==> src/rtl/amark_pkg.sv <==
package amark_pkg;

  typedef enum logic [1:0] {
    ST_HUNT = 2'd0,
    ST_MARK = 2'd1,
    ST_DATA = 2'd2
  } amk_state_e;

  localparam logic [15:0] CRC_POLY = 16'h1021;
  localparam logic [15:0] CRC_INIT = 16'hFFFF;

  // clock bit first, MSB first: c7,d7,...,c0,d0 (oldest sample in bit 15)
  function automatic logic [15:0] interleave(input logic [7:0] cb, input logic [7:0] db);
    logic [15:0] r;
    for (int i = 0; i < 8; i++) begin
      r[2*i+1] = cb[i];
      r[2*i]   = db[i];
    end
    return r;
  endfunction

  function automatic logic [15:0] crc_step(input logic [15:0] c, input logic b);
    logic fb;
    fb = c[15] ^ b;
    return {c[14:0], 1'b0} ^ (fb ? CRC_POLY : 16'h0000);
  endfunction

  function automatic logic [15:0] crc_byte(input logic [15:0] c, input logic [7:0] b);
    logic [15:0] r;
    r = c;
    for (int k = 7; k >= 0; k--) r = crc_step(r, b[k]);
    return r;
  endfunction

endpackage

==> src/rtl/amark_window.sv <==
module amark_window #(
  parameter int W = 16
) (
  input  logic         clk,
  input  logic         rst_n,
  input  logic         clr,
  input  logic         shift,
  input  logic         bit_in,
  input  logic [W-1:0] pat_a,
  input  logic [W-1:0] pat_b,
  output logic         hit_a,
  output logic         hit_b
);
  logic [W-1:0] win_q, win_d, win_shift;

  assign win_shift = {win_q[W-2:0], bit_in};
  assign hit_a     = (win_shift == pat_a);
  assign hit_b     = (win_shift == pat_b);

  always_comb begin
    win_d = win_q;
    if (clr)        win_d = '0;
    else if (shift) win_d = win_shift;
  end

  always_ff @(posedge clk or negedge rst_n) begin
    if (!rst_n) win_q <= '0;
    else        win_q <= win_d;
  end
endmodule

==> src/rtl/amark_crc16.sv <==
module amark_crc16
  import amark_pkg::*;
(
  input  logic        clk,
  input  logic        rst_n,
  input  logic        load,
  input  logic [7:0]  seed_byte,
  input  logic        step,
  input  logic        bit_in,
  output logic [15:0] crc_q
);
  logic [15:0] crc_d;

  always_comb begin
    crc_d = crc_q;
    if (load)      crc_d = crc_byte(CRC_INIT, seed_byte);
    else if (step) crc_d = crc_step(crc_q, bit_in);
  end

  always_ff @(posedge clk or negedge rst_n) begin
    if (!rst_n) crc_q <= CRC_INIT;
    else        crc_q <= crc_d;
  end
endmodule

==> src/rtl/amark_hold.sv <==
module amark_hold #(
  parameter int HOLD_CYC = 8000
) (
  input  logic clk,
  input  logic rst_n,
  input  logic clr,
  input  logic load,
  input  logic good_in,
  output logic vld,
  output logic good
);
  localparam int CW = $clog2(HOLD_CYC + 1);

  logic [CW-1:0] cnt_q, cnt_d;
  logic          good_q, good_d;

  always_comb begin
    cnt_d  = cnt_q;
    good_d = good_q;
    if (clr) begin
      cnt_d  = '0;
      good_d = 1'b0;
    end else if (load) begin
      cnt_d  = CW'(HOLD_CYC);
      good_d = good_in;
    end else if (cnt_q != '0) begin
      cnt_d = cnt_q - 1'b1;
      if (cnt_q == CW'(1)) good_d = 1'b0;
    end
  end

  always_ff @(posedge clk or negedge rst_n) begin
    if (!rst_n) begin
      cnt_q  <= '0;
      good_q <= 1'b0;
    end else begin
      cnt_q  <= cnt_d;
      good_q <= good_d;
    end
  end

  assign vld  = (cnt_q != '0);
  assign good = good_q;
endmodule

==> src/rtl/amark_seq.sv <==
module amark_seq
  import amark_pkg::*;
#(
  parameter int         FLD_W    = 8,
  parameter int         HOLD_CYC = 8000,
  parameter logic [7:0] SYNC_CLK = 8'hC7,
  parameter logic [7:0] SYNC_DAT = 8'hF5,
  parameter logic [7:0] MARK_CLK = 8'hC7
) (
  input  logic             clk,
  input  logic             rst_n,
  input  logic             en,
  input  logic             smp_stb,
  input  logic             smp_bit,
  input  logic [7:0]       mark_type,
  input  logic [FLD_W-1:0] fld_len,
  output logic             mark_found,
  output logic             byte_vld,
  output logic [7:0]       byte_data,
  output logic             crc_vld,
  output logic             crc_good
);
  localparam int HALF = 16;
  localparam int SCW  = $clog2(HALF);
  localparam int BCW  = FLD_W + 1;

  amk_state_e     state_q, state_d;
  logic [SCW-1:0] scnt_q, scnt_d;
  logic           phase_q, phase_d;
  logic [2:0]     bitc_q, bitc_d;
  logic [BCW-1:0] bytec_q, bytec_d;
  logic [7:0]     sr_q, sr_d;
  logic           found_q, found_d;
  logic           bvld_q, bvld_d;
  logic [7:0]     bdat_q, bdat_d;
  logic           fin_q, fin_d;

  logic           hit_a, hit_b;
  logic           crc_load, crc_step_en;
  logic [15:0]    crc_q;
  logic [BCW-1:0] last_byte;

  assign last_byte = {1'b0, fld_len} + BCW'(1);

  amark_window #(.W(HALF)) u_win (
    .clk    (clk),
    .rst_n  (rst_n),
    .clr    (!en),
    .shift  (en && smp_stb),
    .bit_in (smp_bit),
    .pat_a  (interleave(SYNC_CLK, SYNC_DAT)),
    .pat_b  (interleave(MARK_CLK, mark_type)),
    .hit_a  (hit_a),
    .hit_b  (hit_b)
  );

  amark_crc16 u_crc (
    .clk       (clk),
    .rst_n     (rst_n),
    .load      (crc_load),
    .seed_byte (mark_type),
    .step      (crc_step_en),
    .bit_in    (smp_bit),
    .crc_q     (crc_q)
  );

  amark_hold #(.HOLD_CYC(HOLD_CYC)) u_hold (
    .clk     (clk),
    .rst_n   (rst_n),
    .clr     (!en),
    .load    (fin_q),
    .good_in (crc_q == 16'h0000),
    .vld     (crc_vld),
    .good    (crc_good)
  );

  always_comb begin
    state_d     = state_q;
    scnt_d      = scnt_q;
    phase_d     = phase_q;
    bitc_d      = bitc_q;
    bytec_d     = bytec_q;
    sr_d        = sr_q;
    bdat_d      = bdat_q;
    found_d     = 1'b0;
    bvld_d      = 1'b0;
    fin_d       = 1'b0;
    crc_load    = 1'b0;
    crc_step_en = 1'b0;
    if (!en) begin
      state_d = ST_HUNT;
      scnt_d  = '0;
      phase_d = 1'b0;
      bitc_d  = '0;
      bytec_d = '0;
    end else if (smp_stb) begin
      unique case (state_q)
        ST_HUNT: begin
          if (hit_a) begin
            state_d = ST_MARK;
            scnt_d  = '0;
          end
        end
        ST_MARK: begin
          scnt_d = scnt_q + 1'b1;
          if (scnt_q == SCW'(HALF - 1)) begin
            if (hit_b) begin
              state_d  = ST_DATA;
              found_d  = 1'b1;
              crc_load = 1'b1;
              phase_d  = 1'b0;
              bitc_d   = '0;
              bytec_d  = '0;
            end else begin
              state_d = ST_HUNT;
            end
          end
        end
        ST_DATA: begin
          if (!phase_q) begin
            phase_d = 1'b1;
          end else begin
            phase_d     = 1'b0;
            crc_step_en = 1'b1;
            sr_d        = {sr_q[6:0], smp_bit};
            bitc_d      = bitc_q + 1'b1;
            if (bitc_q == 3'd7) begin
              bvld_d  = 1'b1;
              bdat_d  = {sr_q[6:0], smp_bit};
              bytec_d = bytec_q + 1'b1;
              if (bytec_q == last_byte) begin
                state_d = ST_HUNT;
                fin_d   = 1'b1;
              end
            end
          end
        end
        default: state_d = ST_HUNT;
      endcase
    end
  end

  always_ff @(posedge clk or negedge rst_n) begin
    if (!rst_n) begin
      state_q <= ST_HUNT;
      scnt_q  <= '0;
      phase_q <= 1'b0;
      bitc_q  <= '0;
      bytec_q <= '0;
      sr_q    <= '0;
      found_q <= 1'b0;
      bvld_q  <= 1'b0;
      bdat_q  <= '0;
      fin_q   <= 1'b0;
    end else begin
      state_q <= state_d;
      scnt_q  <= scnt_d;
      phase_q <= phase_d;
      bitc_q  <= bitc_d;
      bytec_q <= bytec_d;
      sr_q    <= sr_d;
      found_q <= found_d;
      bvld_q  <= bvld_d;
      bdat_q  <= bdat_d;
      fin_q   <= fin_d;
    end
  end

  assign mark_found = found_q;
  assign byte_vld   = bvld_q;
  assign byte_data  = bdat_q;
endmodule

==> config.mk <==
export PLATFORM = sky130hd
export DESIGN_NAME = amark_seq
export DESIGN_NICKNAME = d
export VERILOG_FILES = /design/src/rtl/amark_pkg.sv /design/src/rtl/amark_window.sv /design/src/rtl/amark_crc16.sv /design/src/rtl/amark_hold.sv /design/src/rtl/amark_seq.sv
export SDC_FILE = /design/constraint.sdc
export NUM_CORES = 1
export LEC_CHECK = 0
export ABC_AREA = 1
export BUFFER_PORTS_ARGS = -buffer_cell sky130_fd_sc_hd__buf_4
export CORE_AREA = 5 5 103 124
export CTS_BUF_LIST = sky130_fd_sc_hd__clkbuf_8
export DETAILED_ROUTE_END_ITERATION = 10
export DIE_AREA = 0 0 108 129
export PLACE_DENSITY_LB_ADDON = 0.25
export SYNTH_ARGS = -nofsm -noshare
export SYNTH_HDL_FRONTEND = slang
export SYNTH_SLANG_ARGS = --single-unit
==> constraint.sdc <==
create_clock -name clk -period 2.3 [get_ports clk]
set_input_delay 0.46 -clock clk [delete_from_list [all_inputs] [get_ports clk]]
set_output_delay 0.46 -clock clk [all_outputs]
set_load 0.005 [all_outputs]
-- After elaboration in Yosys (flattened, before gate mapping)
Cells that the tools add are included.
- logic and storage cells: 141
- memories kept: 0
- bits in latches: 0
- bits in writable memories: 0
- register bits: 82
- output and inout port bits: 12
- bits in read-only memories: 0
- bits of input ports: 21
- $lt $le $gt $ge: 0
- div/mod/pow operators: 0
- bitwise operators: 17
- multiply operators: 0
- shift-type cells: 0
- reduce and logical (&&, ||, !) cells: 13
- equality and inequality tests: 20
- $add $sub $neg: 5
- mux-type cells: 72
- operator list (operator ; count):
    two-way mux 13 bit ; 12
    XOR 16 bit ; 8
    two-way mux 9 bit ; 6
    two-way mux 16 bit ; 2
    two-way mux 15 bit ; 2
    two-way mux 1 bit ; 29
    inequality test 3 bit, second input constant ; 6
    case mux 9 bit (2 select lines) ; 1
    == test 16 bit ; 1
    == test 16 bit, second input constant ; 1
    zero test 16 bit ; 1
    two-way mux 2 bit ; 8
    two-way mux 3 bit ; 5
    NOT 15 bit ; 1
    == test 13 x 1 -> 1 bit, second input constant ; 1
    nonzero test 13 bit ; 1
    subtractor 13 x 1 -> 13 bit, second input constant ; 1
    two-way mux 4 bit ; 3
    inequality test 3 x 1 -> 1 bit, second input constant ; 4
    AND reduction 6 bit ; 2
    AND reduction 5 bit ; 2
    adder 8 x 1 -> 9 bit, second input constant ; 1
    adder 9 x 1 -> 9 bit, second input constant ; 1
    == test 9 bit ; 1
    18 further kinds ; 27

-- Depth between registers and ports, before layout
- word-level depth: 24
- gate-level depth with buffers: 13
- mapped depth without buffers: 12

-- Cells and area by module
From an unflattened synthesis, not the netlist that was laid out.
- cells, all modules: 666
- area total of the unflattened synthesis: 5038.6 µm²
- modules (own cells, without submodules) (module ; area an instance (µm²) ; instances ; seq. area each (µm²) ; cells an instance):
    amark_seq ; 2113.3 ; 1 ; 925.9 ; 266
    amark_window ; 1089.8 ; 1 ; 375.4 ; 154
    amark_hold ; 933.4 ; 1 ; 350.3 ; 132
    amark_crc16 ; 902.1 ; 1 ; 420.4 ; 114

-- Worst setup path after synthesis
No wires, ideal clock.
- kind: register to output
- start: reg u_hold.cnt_q[0]
- end: out crc_vld
- setup slack: 619 ps
- path buffers: 0
- data required time: 1840 ps
- data arrival time: 1221 ps
- stages on the path, launching flop included: 8
- path through: dfrtp_1 inv_1 ha_1 nand2_1 nor2_4 nand2_1 nor2_4 inv_1
- cells in the longest elaborated chain, start to end: 1
- RTL lines (what ; line ; RTL):
    from (decl) ; amark_hold.sv:14 ; logic [CW-1:0] cnt_q, cnt_d;
    from (signal assigned) ; amark_hold.sv:37 ; cnt_q <= cnt_d;
    nonzero test 13 bit ; amark_hold.sv:42 ; assign vld = (cnt_q != '0);
    to (decl) ; amark_seq.sv:20 ; output logic crc_vld,
No other way between the ends.

-- Worst setup path after layout
Ends and elaborated chain as after synthesis.

==> results by group <==
CTS
  • Clk root buf: clkbuf_8
  • Max H-tree Level: 3
  • CTS buffer count: 9
  • CTS tree: yes
  • Total clock sinks: 82
  • Clk_lat worst skew: 0.35 ns
  • Worst-path clk slew: 0.08 ns
  • Clock tree buffer depth: 2

Global routing
  • Initial antenna violation count: 0
  • Global-route wire length before repair: 17150 um
  • Vias in the first global route: 3852
  • Largest net degree at the start of global routing: 47
  • Remaining global-route overflow: 0
  • All-Layer GR Usage: 15.27%

Route
  • First-pass DRT Iterations: 4
  • WL/cell: 12.67 um
  • DRT Wirelength: 9766 um
  • DR iter-0 viols: 218
  • Routed vias/inst: 4.803
  • Vias: 3703
  • Routed Antenna Nets: 0
  • Remaining DRCs: 0

Synthesis
  • Ys async rst share: 100.0%
  • Netlist area before placement: 4458 um^2
  • Largest area contributor in the netlist: dfrtp_1
  • Ys flop type: dfrtp_1
  • Post-Syn Nets: 597
  • Library cells used by synthesis: 39
  • Mapped Avg Cell Area: 7.835 um^2
  • Synth Warn #: 0
  • Syn Inst Count: 569
  • Sequential cell area fraction in the yosys report: 46.48%
  • Yosys top cell area share: 37.05%
  • Largest cells by area after synthesis: dfrtp_1 37%, nand2_1 14%, dfstp_2 9.4%
  • Number of flops mapped to enable cells by yosys: 0
  • Synthesized flop and latch total: 82

STA
  • Period utilisation layout: 95.09%
  • Clock skew: 0.007752 ns
  • Final setup vio count: 0
  • Max-slew violation count: 0
  • FMAX: 0.4572 GHz
  • Tmin final: 2.187 ns
  • Setup TNS: 0 ns
  • Slew HR: 65.41%
  • Worst slew pin tran: 0.5169 ns
  • RSZ-0062 raised after global routing: false
  • Final hold viol count: 0

Run
  • Max-cap viol count: 0

Die
  • Placeable Area: 11410 um^2
  • Initial core utilization: 39.09%
  • Die H: 129 um
  • IO Pins: 33
  • Die Area: 13930 um^2
  • Die width: 108 um
  • Std-Cell Rows: 43

Pwr
  • PD cells: 842.8 nW/um^2
  • Worst vdd ir: 375.2 uV
  • Leakage: 0.002450 uW
  • Pwr Total: 4311 uW

Placed design
  • Placer Congestion: 0.8603
  • IO buf count: 32
  • DP Wirelength: 7387 um

Setup path
  • Reg-to-reg startpoint: scnt_q[0]
  • Worst Path Max Fanout: 4
  • Data required time at the worst endpoint: 1.84 ns
  • CP startpoint: u_hold.cnt_q[0]
  • WP data arrival: 1.73 ns
  • Crit end category: output port
  • Worst setup SP type: flip-flop
  • CP Class: reg2out

Layout
  • Layout cell share with drive strength beyond 1: 17.59%
  • Fillers: 1199
  • Area Growth Syn to Fin: 14.73%
  • # diodes: 0
  • Nets@finish: 637

Worst hold path
  • Worst hold path type: in2async

Run status
  • Status: finished, final reports clean
## critical path, stage by stage (launching register included)
cell and delay, ns:
dfrtp_1 0.41, inv_2 0.10, ha_4 0.16, nand2_2 0.08
nor2_4 0.14, nand2_1 0.11, nor2_4 0.14, inv_1 0.09
buf_4 0.14
## registers in the layout, indices dropped and copies added, names as in the netlist
signal,cells
u_win.win_q,15
scnt_q,4
bytec_q,9
byte_data,8
u_hold.cnt_q,13
fin_q,1
state_q,2
u_hold.good,1
phase_q,1
sr_q,7
mark_found,1
u_crc.crc_q,16
byte_vld,1
bitc_q,3
## layout make-up
cell class | instances | area [um^2] | share of cell area, %
inverters | 86 | 324.1 | 6.336
repair buffers | 39 | 305.3 | 5.969
clock inverters | 5 | 48.80 | 0.9540
multi-input cells | 391 | 2017 | 39.43
well taps | 157 | 196.4 | 3.840
clock buffers | 11 | 151.4 | 2.960
flip-flops and latches | 82 | 2072 | 40.51
## power breakdown
part / internal, uW / total, uW / switching (uW)
sequential: 1740 / 1940 / 200
combinational: 516 / 1310 / 792
clock: 550 / 1060 / 509
total: 2810 / 4310 / 1500
## synthesized netlist by cell type (2+ instances only)
library cell,number
o21ai_0,18
nand2_2,5
nor3_1,3
nor2_2,5
inv_1,78
o211ai_1,4
nor2_4,5
o22ai_1,14
clkbuf_1,3
or2_1,2
nand4_1,14
and3_1,2
a31oi_1,4
nand3b_1,2
inv_2,7
nand3_4,2
xor2_1,9
nand2_1,167
buf_6,3
o21ai_2,5
a211oi_1,2
o21ai_1,18
nor4_1,5
dfrtp_1,66
nor2_1,41
or2_2,3
nand3_1,30
buf_2,4
o21bai_1,2
dfstp_2,16
xnor2_1,7
ha_1,7
a21oi_1,10
## per-stage QoR
stage                     cell area, um^2  worst slack (ns)  util [%]  hold WS, ns  std cells
after detailed placement             4872            0.3137     42.72       0.4636        752
after CTS                            5102           0.02871     44.73      0.07296        770
final                                5115            0.1130     44.84      0.07036        771
after floorplan                      4458            0.6191         -       0.1644        569
after global routing                 5115          0.008699     44.84       0.1003        771
after global placement               4872            0.3944     42.72       0.4555        752
## cell families (layout without fill, tap and decap cells)
logic type	Yosys count	after routing	share of synthesized area (%)
buffers and inverters	96	141	8.729
and+or+nand+nor	288	288	29.13
DFF	82	82	46.48
AOI/OAI and AO/OA	80	80	10.55
adders and majority gates	7	7	1.965
xor gates and xnor gates	16	16	3.144
## timing repair
item | 4_1_cts | 5_1_grt
buffers inserted | 2 | 1
resized for setup | 3 | 3
hold buffers | 0 | 0
pin swaps | 2 | 0
setup endpoints to repair | 1 | 1
## placed cells by master, fill, tap and decap left out, types with 3 or more instances in the layout
cell / Yosys / final
nor3_1: 3 / 3
dfstp_2: 16 / 16
o21ai_0: 18 / 18
inv_1: 78 / 79
dfrtp_1: 66 / 66
nand4_1: 14 / 14
xnor2_1: 7 / 7
o21ai_1: 18 / 18
buf_4: 0 / 38
nand2_1: 167 / 166
o22ai_1: 14 / 14
o211ai_1: 4 / 4
nor2_4: 5 / 6
nor2_1: 41 / 41
nand2_2: 5 / 6
ha_1: 7 / 6
nand3_1: 30 / 30
nor2_2: 5 / 4
inv_2: 7 / 9
o21ai_2: 5 / 5
clkbuf_8: 0 / 11
xor2_1: 9 / 9
or2_2: 3 / 3
a31oi_1: 4 / 4
a21oi_1: 10 / 10
nor4_1: 5 / 5
## worst paths after layout
| path | end | slack [ns] | cells past startpoint |
|---|---|---|---|
| setup / recovery | crc_vld | 0.11 | 8 |
| hold / removal | u_hold.cnt_q[8] | 0.07 | 1 |
| setup reg to reg | u_crc.crc_q[5] | 0.49 | 9 |
| hold reg to reg | byte_data[7] | 0.48 | 2 |
| max in group asynchronous | u_crc.crc_q[0] | 1.57 | 2 |
| min in group clk | u_crc.crc_q[11] | 0.40 | 3 |
## per-layer routing
| metal | vias to the layer above | wire length (um) | GRT usage (%) |
|---|---|---|---|
| li1 | 1897 | - | - |
| met1 | 1750 | 4195 | 18.25 |
| met2 | 46 | 5161 | 27.53 |
| met3 | 10 | 254 | 2.609 |
| met4 | 0 | 154 | 5.349 |
| met5 | - | 0 | 0 |
Power figures use the tool's default switching activity.
